**config.mk**
```make
export PLATFORM = sky130hd
export DESIGN_NAME = irq_kick_sfr
export DESIGN_NICKNAME = d
export VERILOG_FILES = /design/src/rtl/irq_kick_pkg.sv /design/src/rtl/irq_kick_flag_cell.sv /design/src/rtl/irq_kick_pulse_fsm.sv /design/src/rtl/irq_kick_decode.sv /design/src/rtl/irq_kick_sfr.sv
export SDC_FILE = /design/constraint.sdc
export NUM_CORES = 1
export LEC_CHECK = 0
export ABC_CLOCK_PERIOD_IN_PS = 2120
export BUFFER_PORTS_ARGS = -buffer_cell sky130_fd_sc_hd__buf_4
export CAP_MARGIN = 15
export CORE_AREA = 2 2 39 41
export DETAILED_ROUTE_END_ITERATION = 6
export DIE_AREA = 0 0 41 43
export PLACE_DENSITY_LB_ADDON = 0.08
export RECOVER_POWER = 100
export SLEW_MARGIN = 40
export SYNTH_ARGS = -nofsm -noshare
export SYNTH_HDL_FRONTEND = slang
export SYNTH_SLANG_ARGS = --single-unit
```
**constraint.sdc**
```tcl
create_clock -name clk -period 2.12 [get_ports clk]
set_input_delay 0.318 -clock clk [delete_from_list [all_inputs] [get_ports clk]]
set_output_delay 0.318 -clock clk [all_outputs]
set_load 0.005 [all_outputs]
```
**src/rtl/irq_kick_pkg.sv**
```systemverilog
package irq_kick_pkg;

    typedef enum logic {
        FL_CLEAR   = 1'b0,
        FL_PENDING = 1'b1
    } flag_state_e;

    typedef enum logic {
        KS_IDLE  = 1'b0,
        KS_PULSE = 1'b1
    } kick_state_e;

endpackage

```
**src/rtl/irq_kick_flag_cell.sv**
```systemverilog
module irq_kick_flag_cell
    import irq_kick_pkg::*;
(
    input  logic clk,
    input  logic rst_n,
    input  logic set_evt,
    input  logic clr_req,
    output logic flag_q
);

    flag_state_e state_q;
    flag_state_e state_d;

    // State register
    always_ff @(posedge clk or negedge rst_n) begin
        if (!rst_n) begin
            state_q <= FL_CLEAR;
        end else begin
            state_q <= state_d;
        end
    end

    // Next state: a set event always wins over a clear
    always_comb begin
        state_d = state_q;
        unique case (state_q)
            FL_CLEAR: begin
                if (set_evt) begin
                    state_d = FL_PENDING;
                end
            end
            FL_PENDING: begin
                if (clr_req && !set_evt) begin
                    state_d = FL_CLEAR;
                end
            end
        endcase
    end

    // Output
    always_comb begin
        flag_q = (state_q == FL_PENDING);
    end

endmodule

```
**src/rtl/irq_kick_pulse_fsm.sv**
```systemverilog
module irq_kick_pulse_fsm
    import irq_kick_pkg::*;
(
    input  logic clk,
    input  logic rst_n,
    input  logic kick_req,
    output logic kick_pulse
);

    kick_state_e state_q;
    kick_state_e state_d;

    // State register
    always_ff @(posedge clk or negedge rst_n) begin
        if (!rst_n) begin
            state_q <= KS_IDLE;
        end else begin
            state_q <= state_d;
        end
    end

    // Next state
    always_comb begin
        state_d = state_q;
        unique case (state_q)
            KS_IDLE: begin
                if (kick_req) begin
                    state_d = KS_PULSE;
                end
            end
            KS_PULSE: begin
                if (!kick_req) begin
                    state_d = KS_IDLE;
                end
            end
        endcase
    end

    // Output: one cycle high per accepted restart write
    always_comb begin
        kick_pulse = (state_q == KS_PULSE);
    end

endmodule

```
**src/rtl/irq_kick_decode.sv**
```systemverilog
module irq_kick_decode #(
    parameter int unsigned            ADDR_W    = 8,
    parameter int unsigned            DATA_W    = 8,
    parameter logic [ADDR_W-1:0]      SFR_ADDR  = 8'hE8,
    parameter int unsigned            KICK_BIT  = 7,
    parameter logic [DATA_W-1:0]      IMPL_MASK = 8'h81
) (
    input  logic [ADDR_W-1:0] sfr_addr,
    input  logic              sfr_we,
    input  logic [DATA_W-1:0] sfr_wdata,
    input  logic [DATA_W-1:0] flag_vec,
    output logic [DATA_W-1:0] clr_vec,
    output logic              kick_req,
    output logic [DATA_W-1:0] rd_data
);

    logic addr_hit;
    logic wr_hit;

    always_comb begin
        addr_hit = (sfr_addr == SFR_ADDR);
        wr_hit   = sfr_we && addr_hit;
        // A bit written as 0 clears; 1 keeps
        clr_vec  = wr_hit ? (~sfr_wdata & IMPL_MASK) : '0;
        kick_req = wr_hit && sfr_wdata[KICK_BIT];
        rd_data  = addr_hit ? (flag_vec & IMPL_MASK) : '0;
    end

endmodule

```
**src/rtl/irq_kick_sfr.sv**
```systemverilog
module irq_kick_sfr #(
    parameter int unsigned            ADDR_W    = 8,
    parameter int unsigned            DATA_W    = 8,
    parameter logic [ADDR_W-1:0]      SFR_ADDR  = 8'hE8,
    parameter int unsigned            KICK_BIT  = 7,
    parameter logic [DATA_W-1:0]      IMPL_MASK = 8'h81
) (
    input  logic              clk,
    input  logic              rst_n,
    input  logic [ADDR_W-1:0] sfr_addr,
    input  logic              sfr_we,
    input  logic [DATA_W-1:0] sfr_wdata,
    output logic [DATA_W-1:0] sfr_rdata,
    input  logic [DATA_W-1:0] hw_set,
    output logic [DATA_W-1:0] flags,
    output logic              wd_kick
);

    logic [DATA_W-1:0] clr_vec;
    logic [DATA_W-1:0] flag_vec;
    logic              kick_req;
    logic              unused_hw;

    // Events on reserved positions have nowhere to go
    assign unused_hw = ^(hw_set & ~IMPL_MASK);

    irq_kick_decode #(
        .ADDR_W    (ADDR_W),
        .DATA_W    (DATA_W),
        .SFR_ADDR  (SFR_ADDR),
        .KICK_BIT  (KICK_BIT),
        .IMPL_MASK (IMPL_MASK)
    ) u_decode (
        .sfr_addr  (sfr_addr),
        .sfr_we    (sfr_we),
        .sfr_wdata (sfr_wdata),
        .flag_vec  (flag_vec),
        .clr_vec   (clr_vec),
        .kick_req  (kick_req),
        .rd_data   (sfr_rdata)
    );

    for (genvar i = 0; i < DATA_W; i++) begin : g_bit
        if (IMPL_MASK[i]) begin : g_flag
            irq_kick_flag_cell u_cell (
                .clk     (clk),
                .rst_n   (rst_n),
                .set_evt (hw_set[i]),
                .clr_req (clr_vec[i]),
                .flag_q  (flag_vec[i])
            );
        end else begin : g_rsvd
            assign flag_vec[i] = 1'b0;
        end
    end

    irq_kick_pulse_fsm u_kick (
        .clk        (clk),
        .rst_n      (rst_n),
        .kick_req   (kick_req),
        .kick_pulse (wd_kick)
    );

    assign flags = flag_vec;

endmodule

```
==> summary.txt, run 1 <==
Final layout
  • Post-Route Utilization: 28.75%
  • Fin cells: 67
  • Synth-to-Final Area Change: 47.22%
  • Number of nets in the layout: between 70 and 80
  • Final antenna diode count: 0
  • Proportion of layout cells with a drive suffix above 1: roughly 45%

Logic synthesis
  • Most area-hungry cell type in the Yosys netlist: sky130_fd_sc_hd__buf_4
  • Share of the synthesized area in the top cell type: approximately two fifths
  • Yosys synthesis warning count: 0
  • Synthesis-stage register bit count: 3
  • Most frequently used cell type in the post-synthesis netlist: sky130_fd_sc_hd__buf_4
  • Proportion of synthesized chip area in sequential cells: between 20% and 30%
  • Post-synthesis cell count: 30
  • Share of flip-flops with an asynchronous set or reset after synthesis: 100.0%
  • Synth cell count leaders: 14 x sky130_fd_sc_hd__buf_4, 3 x sky130_fd_sc_hd__dfrtp_1, 3 x sky130_fd_sc_hd__nor3_1
  • Count of distinct cell types in the synthesized netlist: 10
  • Number of synthesized flops with an enable pin: 0
  • Mapped Avg Cell Area: 9.009 sq um
  • Area of the mapped netlist: 270.3 sq um
  • Flip-flop cell with the highest count after synthesis: sky130_fd_sc_hd__dfrtp_1
  • Cell types with the largest area share after synthesis: sky130_fd_sc_hd__buf_4 39%, sky130_fd_sc_hd__dfrtp_1 28%, sky130_fd_sc_hd__o32a_1 7.4%

Detailed routing
  • Detail Route Antenna Nets: 0
  • Final routed DRC violation total: 0
  • 1st-iter DRT viols: 4
  • Wire length per cell: 9.104 um
  • First-pass iteration count of the detailed router: 2
  • Vias per Instance: approximately 3.6
  • Total wire length: roughly 610 um
  • Via total after detailed routing: between 200 and 250

Global route
  • Pin count of the biggest net entering global routing: 6
  • Wire length of the first global-routing pass: 834 um
  • Vias in the first global route: approximately 230
  • Overflow left after global routing: 0
  • Initial antenna violation count: 0
  • Overall routing resource usage: 7.731%

Placement
  • Number of cells in the design after placement: between 60 and 70
  • Port Buf Inserts: 19
  • Worst slack at placement: 0.4669 ns
  • Final Wtd Congestion: 0.5495
  • DP Wirelength: 536.6 um

Worst setup path
  • Critical path peak fanout: 5
  • Data arrival time of the critical path: 1.39 ns
  • CP Class: input port to output pin
  • Kind of launch point of the worst setup path: input port
  • Required time at the endpoint of the critical path: 1.80 ns
  • R2R setup slack: around 1.4 ns
  • Worst setup EP type: output pin

Clocking
  • H-Tree Level Count: 1
  • Clock transition at the register clock pins on the worst setup and hold paths after CTS: about 0.04 ns
  • Buffers inserted during post-CTS setup optimization: 0
  • CTS tree: yes
  • PostCTS Resize Cnt: 0
  • TritonCTS Buffers: 3
  • Clock Tree Root: sky130_fd_sc_hd__clkbuf_4
  • Skew-Pair Late Insertion Delay: 0.23 ns
  • Clock net sink count: 3
  • Count of hold buffers inserted by post-cts repair: 1
  • Maximum number of buffers from clock root to sink: 2

Timing
  • RSZ-0062 raised after global routing: no
  • Post-route minimum period: 1.712 ns
  • Maximum frequency from static timing analysis: 584.0 MHz
  • Setup violations, final: 0
  • Clock tree skew after final layout: 0 ns
  • Setup TNS: 0 ns
  • Final-report max-slew violation count: 0
  • Setup slack after layout: 0.4076 ns
  • Period utilisation layout: 80.78%
  • Hold Fails Final Rpt: 0

Die
  • Initial standard-cell utilization of the core: 19.53%
  • Die span in x: between 40 and 50 um
  • Number of core rows: 14
  • Core region area: 1384 sq um
  • Die boundary height: 43 um
  • Number of primary I/O pins: 44
  • Die area: approximately 1800 sq um

Flow run
  • Max-capacitance violation count: 0

Pwr
  • Leak pwr: 0.2106 nW
  • Peak supply drop: 0.1068 mV
  • Total power consumption of the routed design: around 0.00019 W
  • Power density cells: 479.8 nW/um^2

Run status
  • Run status: finished, final reports clean

Worst hold path
  • Worst min path class: input port to register
[worst max-delay path, cell delays in order]
cell and delay [ns]:
sky130_fd_sc_hd__clkbuf_4 0.10, sky130_fd_sc_hd__or4b_1 0.62, sky130_fd_sc_hd__nor3_1 0.22, sky130_fd_sc_hd__buf_4 0.14
[placed cells by master (no fill, tap or decap)]
master,Yosys,final
sky130_fd_sc_hd__nand4b_1,1,1
sky130_fd_sc_hd__o32a_1,2,2
sky130_fd_sc_hd__nand2_1,1,1
sky130_fd_sc_hd__clkbuf_4,0,7
sky130_fd_sc_hd__nor3_1,3,3
sky130_fd_sc_hd__or4b_1,0,1
sky130_fd_sc_hd__or3b_2,2,2
sky130_fd_sc_hd__buf_4,14,14
sky130_fd_sc_hd__dfrtp_1,3,3
sky130_fd_sc_hd__conb_1,1,12
sky130_fd_sc_hd__inv_1,2,2
sky130_fd_sc_hd__dlygate4sd3_1,0,1
sky130_fd_sc_hd__clkbuf_1,0,2
[cell families (layout without fill, tap and decap cells)]
logic type,count (synthesis),after routing,synth area share [%]
other,1,12,1.388
DFF,3,3,27.78
buffers and inverters,16,26,41.67
AOI/OAI and AO/OA,2,2,7.408
and+or+nand+nor,8,8,21.76
[layer usage]
layer	GRT usage (%)	up-vias	part of all wire, %
met3	2.094	0	11
met4	10.00	0	0
li1	-	118	-
met1	6.431	108	30
met2	11.88	15	59
met5	0	-	0
[worst paths after layout]
path	startpoint	endpoint	cells past startpoint
min in group asynchronous	rst_n	g_bit[0].g_flag.u_cell.flag_q	2
hold reg to reg	g_bit[0].g_flag.u_cell.flag_q	g_bit[0].g_flag.u_cell.flag_q	1
hold / removal	hw_set[7]	g_bit[7].g_flag.u_cell.flag_q	2
setup / recovery	sfr_addr[4]	sfr_rdata[7]	4
setup reg to reg	g_bit[7].g_flag.u_cell.flag_q	g_bit[7].g_flag.u_cell.flag_q	1
max in group asynchronous	rst_n	g_bit[7].g_flag.u_cell.flag_q	2
[registers in the layout, summed over array words and instances (netlist names)]
register and count:
u_kick.kick_pulse 1, g_bit.g_flag.u_cell.flag_q 2
[metrics by stage]
step | cell area (sq um) | hold WS [ns]
6_report | 397.9 | 0.3265
5_1_grt | 397.9 | 0.3216
4_1_cts | 405.4 | 0.3183
3_5_place_dp | 369.1 | 0.1083
3_3_place_gp | 369.1 | 0.1084
2_1_floorplan | 311.5 | 0.02241
[power breakdown]
part | internal (W) | switching (W)
logic | 0.0000194 | 0.0000123
clock network | 0.0000706 | 0.0000310
registers | 0.0000576 | 0.0000000406
total | 0.000148 | 0.0000433
[final cells by class]
cell class                 instances  area [sq um]
fill                             160         985.9
timing repair buffer              20         148.9
multi-input combinational         22         120.1
sequential                         3         75.07
clock buffer                       4         26.28
tap                               16         20.02
inverter                           2         7.507
Note: power is estimated with default switching activity, not from simulation.
==> run 2, diff against run 1 <==
Settings changed: ABC_CLOCK_PERIOD_IN_PS 2120 to 1400.
Clock period 2.12 ns to 1.4 ns, I/O delays scaled along.
==> run 2 against run 1 <==
Against the previous run: clock skew did not move; sequential power rose by 51%; flip-flop and latch count did not move; utilization rose by 2.1 points; setup slack got worse by 0.39 ns; first-iteration DRC count fell by 50%; final cell count rose by 1.5%; power rose by 57%; clock power rose by 56%; combinational power rose by 68%; global-route usage rose by 1.3 points; critical endpoint is now sfr_rdata[0]; largest cell class unchanged; highest routed layer unchanged.
==> summary.txt, run 2 (synthesized netlist as in run 1, its figures left out) <==
Run status
  • Run status: finished, final reports clean

Timing
  • Setup violations, final: 0 (unchanged)
  • Hold Fails Final Rpt: 0 (unchanged)
  • Period utilisation layout: between 90% and 100%
  • Setup slack after layout: 0.02241 ns (-0.3851 ns)
  • Post-route minimum period: 1.378 ns
  • Clock tree skew after final layout: 0 ns (unchanged)
  • Worst Hold Margin: 0.2116 ns (-0.1149 ns)
  • RSZ-0062 raised after global routing: yes
  • Maximum frequency from static timing analysis: 725.9 MHz
  • Final-report max-slew violation count: 0 (unchanged)

Worst setup path
  • Largest delay contributor family on the critical path: simple AND/OR/NAND/NOR gates
  • FF-to-FF End: g_bit[7].g_flag.u_cell.flag_q
  • Worst setup EP type: output pin
  • R2r worst-path depth: 1 (unchanged)
  • Required time at the endpoint of the critical path: 1.19 ns (-0.61 ns)
  • Data arrival time of the critical path: 1.17 ns (-0.22 ns)
  • Worst-path cell with the longest stage delay: sky130_fd_sc_hd__or4b_4
  • Critical path peak fanout: 4 (-1)
  • R2R setup slack: 0.71 ns (-0.72 ns)
  • End point of the critical path: sfr_rdata[0]
  • CP Class: input port to output pin
  • Logic depth of the worst setup path including buffers: 4 (unchanged)
  • Ordered cell list for the critical path: buf_6 > or4b_4 > nor3_2 > buf_4
  • Buffers plus inverters on the worst setup path: 2 (unchanged)
  • Source of the worst register-to-register timing path: g_bit[7].g_flag.u_cell.flag_q
  • Worst setup path start: sfr_addr[0]
  • Max stage delay on crit path: 0.56 ns (-0.06 ns)
  • Kind of launch point of the worst setup path: input port

Detailed routing
  • Wire length per cell: 10.09 um (+11%)
  • Final routed DRC violation total: 0 (unchanged)
  • Total wire length: 686 um (+12%)
  • Via total after detailed routing: 255 (+5.8%)
  • Vias per Instance: 3.750 (+4.3%)
  • Detail Route Antenna Nets: 0 (unchanged)
  • 1st-iter DRT viols: 2 (-2)
  • First-pass iteration count of the detailed router: 2 (unchanged)

Placement
  • Final Wtd Congestion: 0.5495 (unchanged)
  • Port Buf Inserts: 19 (unchanged)
  • DP Wirelength: 536.6 um (unchanged)
  • Worst slack at placement: -0.03715 ns (-0.5040 ns)

Die
  • Number of primary I/O pins: 44 (unchanged)
  • Die span in x: 41 um (unchanged)
  • Die boundary height: 43 um (unchanged)
  • Die area: 1763 sq um (unchanged)
  • Initial standard-cell utilization of the core: 19.53% (unchanged)
  • Core region area: 1384 sq um (unchanged)
  • Number of core rows: 14 (unchanged)

Global route
  • Overall routing resource usage: 9.027% (+1.3 points)
  • Met2 global-route usage: 15.63% (+3.8 points)
  • Met3 Resource Use GR: 2.094% (unchanged)
  • Pin count of the biggest net entering global routing: 6 (unchanged)
  • Global Route met1 Usage: 6.731% (+0.30 points)
  • GRT Max-Usage Layer: met2
  • Vias in the first global route: 277 (+21%)
  • Initial antenna violation count: 0 (unchanged)
  • Overflow left after global routing: 0 (unchanged)
  • Wire length of the first global-routing pass: 1000 um (+20%)

Pwr
  • Power density cells: 702.4 nW/um^2 (+46%)
  • Leak pwr: 0.2201 nW (+4.5%)
  • Peak supply drop: 0.1380 mV (+29%)

Final layout
  • Post-Route Utilization: 30.83% (+2.1 points)
  • Final antenna diode count: 0 (unchanged)
  • Filler cell count in the final layout: 163 (+1.9%)
  • Multi-input gate area: 133.9 sq um (+11%)
  • Area of all sequential standard cells: 75.07 sq um (unchanged)
  • Max reg flops: 2 (unchanged)
  • Most frequent standard cell in the layout excluding fill and tap cells: sky130_fd_sc_hd__buf_4
  • Proportion of layout cells with a drive suffix above 1: 51.92% (+6.8 points)
  • Synth-to-Final Area Change: 57.87%
  • Number of nets in the layout: 80 (+1.3%)
  • Top library cells by usage in the layout, fill and taps aside: 14 x sky130_fd_sc_hd__buf_4, 12 x sky130_fd_sc_hd__conb_1, 6 x sky130_fd_sc_hd__clkbuf_4

Clocking
  • H-Tree Level Count: 1 (unchanged)
  • Maximum number of buffers from clock root to sink: 2 (unchanged)
  • Skew-Pair Late Insertion Delay: 0.23 ns (about the same)
  • CTS tree: yes
  • Clock Tree Root: sky130_fd_sc_hd__clkbuf_4
  • TritonCTS Buffers: 3 (unchanged)
  • Clock net sink count: 3 (unchanged)
  • Clock transition at the register clock pins on the worst setup and hold paths after CTS: 0.04 ns (about the same)

Flow run
  • Max-capacitance violation count: 0 (unchanged)

Worst hold path
  • Worst min path class: input port to register
[run 2: cell types whose count changed in the layout (fill, tap and decap cells not counted)]
cell,delta
sky130_fd_sc_hd__or4b_4,+1
sky130_fd_sc_hd__nor3_2,+2
sky130_fd_sc_hd__clkbuf_4,-1
sky130_fd_sc_hd__buf_6,+2
sky130_fd_sc_hd__nor3_1,-2
sky130_fd_sc_hd__or4b_1,-1
[run 2: final cells by class]
cell class	count	share of cell area [%]
Tap cell	16	4.692
Multi-Input combinational cell	22	31.38
Clock buffer	4	6.158
Timing Repair Buffer	21	38.42
Inverter	2	1.760
Sequential cell	3	17.60
[run 2: per-layer routing]
layer  wire length (um)  vias to the layer above  share of wire, %
met3                 65                        0               9.5
met5                  0                        -                 0
met2                429                       15                63
met4                  0                        0                 0
met1                191                      121                28
li1                   -                      119                 -
[run 2: stage by stage]
step,power [W],std cells,setup TNS (ns),cell area (sq um)
floorplan,0.0001272,41,0,311.5
global placement,0.0001353,62,-0.06262,369.1
detailed placement,0.0001363,62,-0.07303,369.1
CTS,0.0003022,68,-0.01108,430.4
global route,0.0003138,68,-0.03298,426.7
finish,0.0002997,68,0,426.7
[run 2: worst min path at each step]
| stage | start | endpoint | slack [ns] | cells after the start |
|---|---|---|---|---|
| final | hw_set[7] | g_bit[7].g_flag.u_cell.flag_q | 0.21 | 2 |
| after detailed placement | rst_n | g_bit[7].g_flag.u_cell.flag_q | 0.0003 | 1 |
| after global routing | sfr_wdata[7] | u_kick.kick_pulse | 0.22 | 3 |
| after CTS | hw_set[7] | g_bit[7].g_flag.u_cell.flag_q | 0.21 | 2 |
| after global placement | rst_n | g_bit[7].g_flag.u_cell.flag_q | 0.0004 | 1 |
| after floorplan | rst_n | g_bit[0].g_flag.u_cell.flag_q | -0.09 | 0 |
[run 2: what timing repair did]
action / 4_1_cts / 5_1_grt
setup endpoints to repair: 2 / 2
gates resized for setup: 4 / 0
hold endpoints to repair: 3 / 0
buffers inserted: 1 / 0
hold buffers: 1 / 0
pin swaps: 2 / 1
[run 2: where the power goes]
group          internal [W]  switching [W]  total (W)
Clock              0.000107      0.0000521   0.000159
Combinational     0.0000330      0.0000201  0.0000530
Sequential        0.0000872   0.0000000626  0.0000873
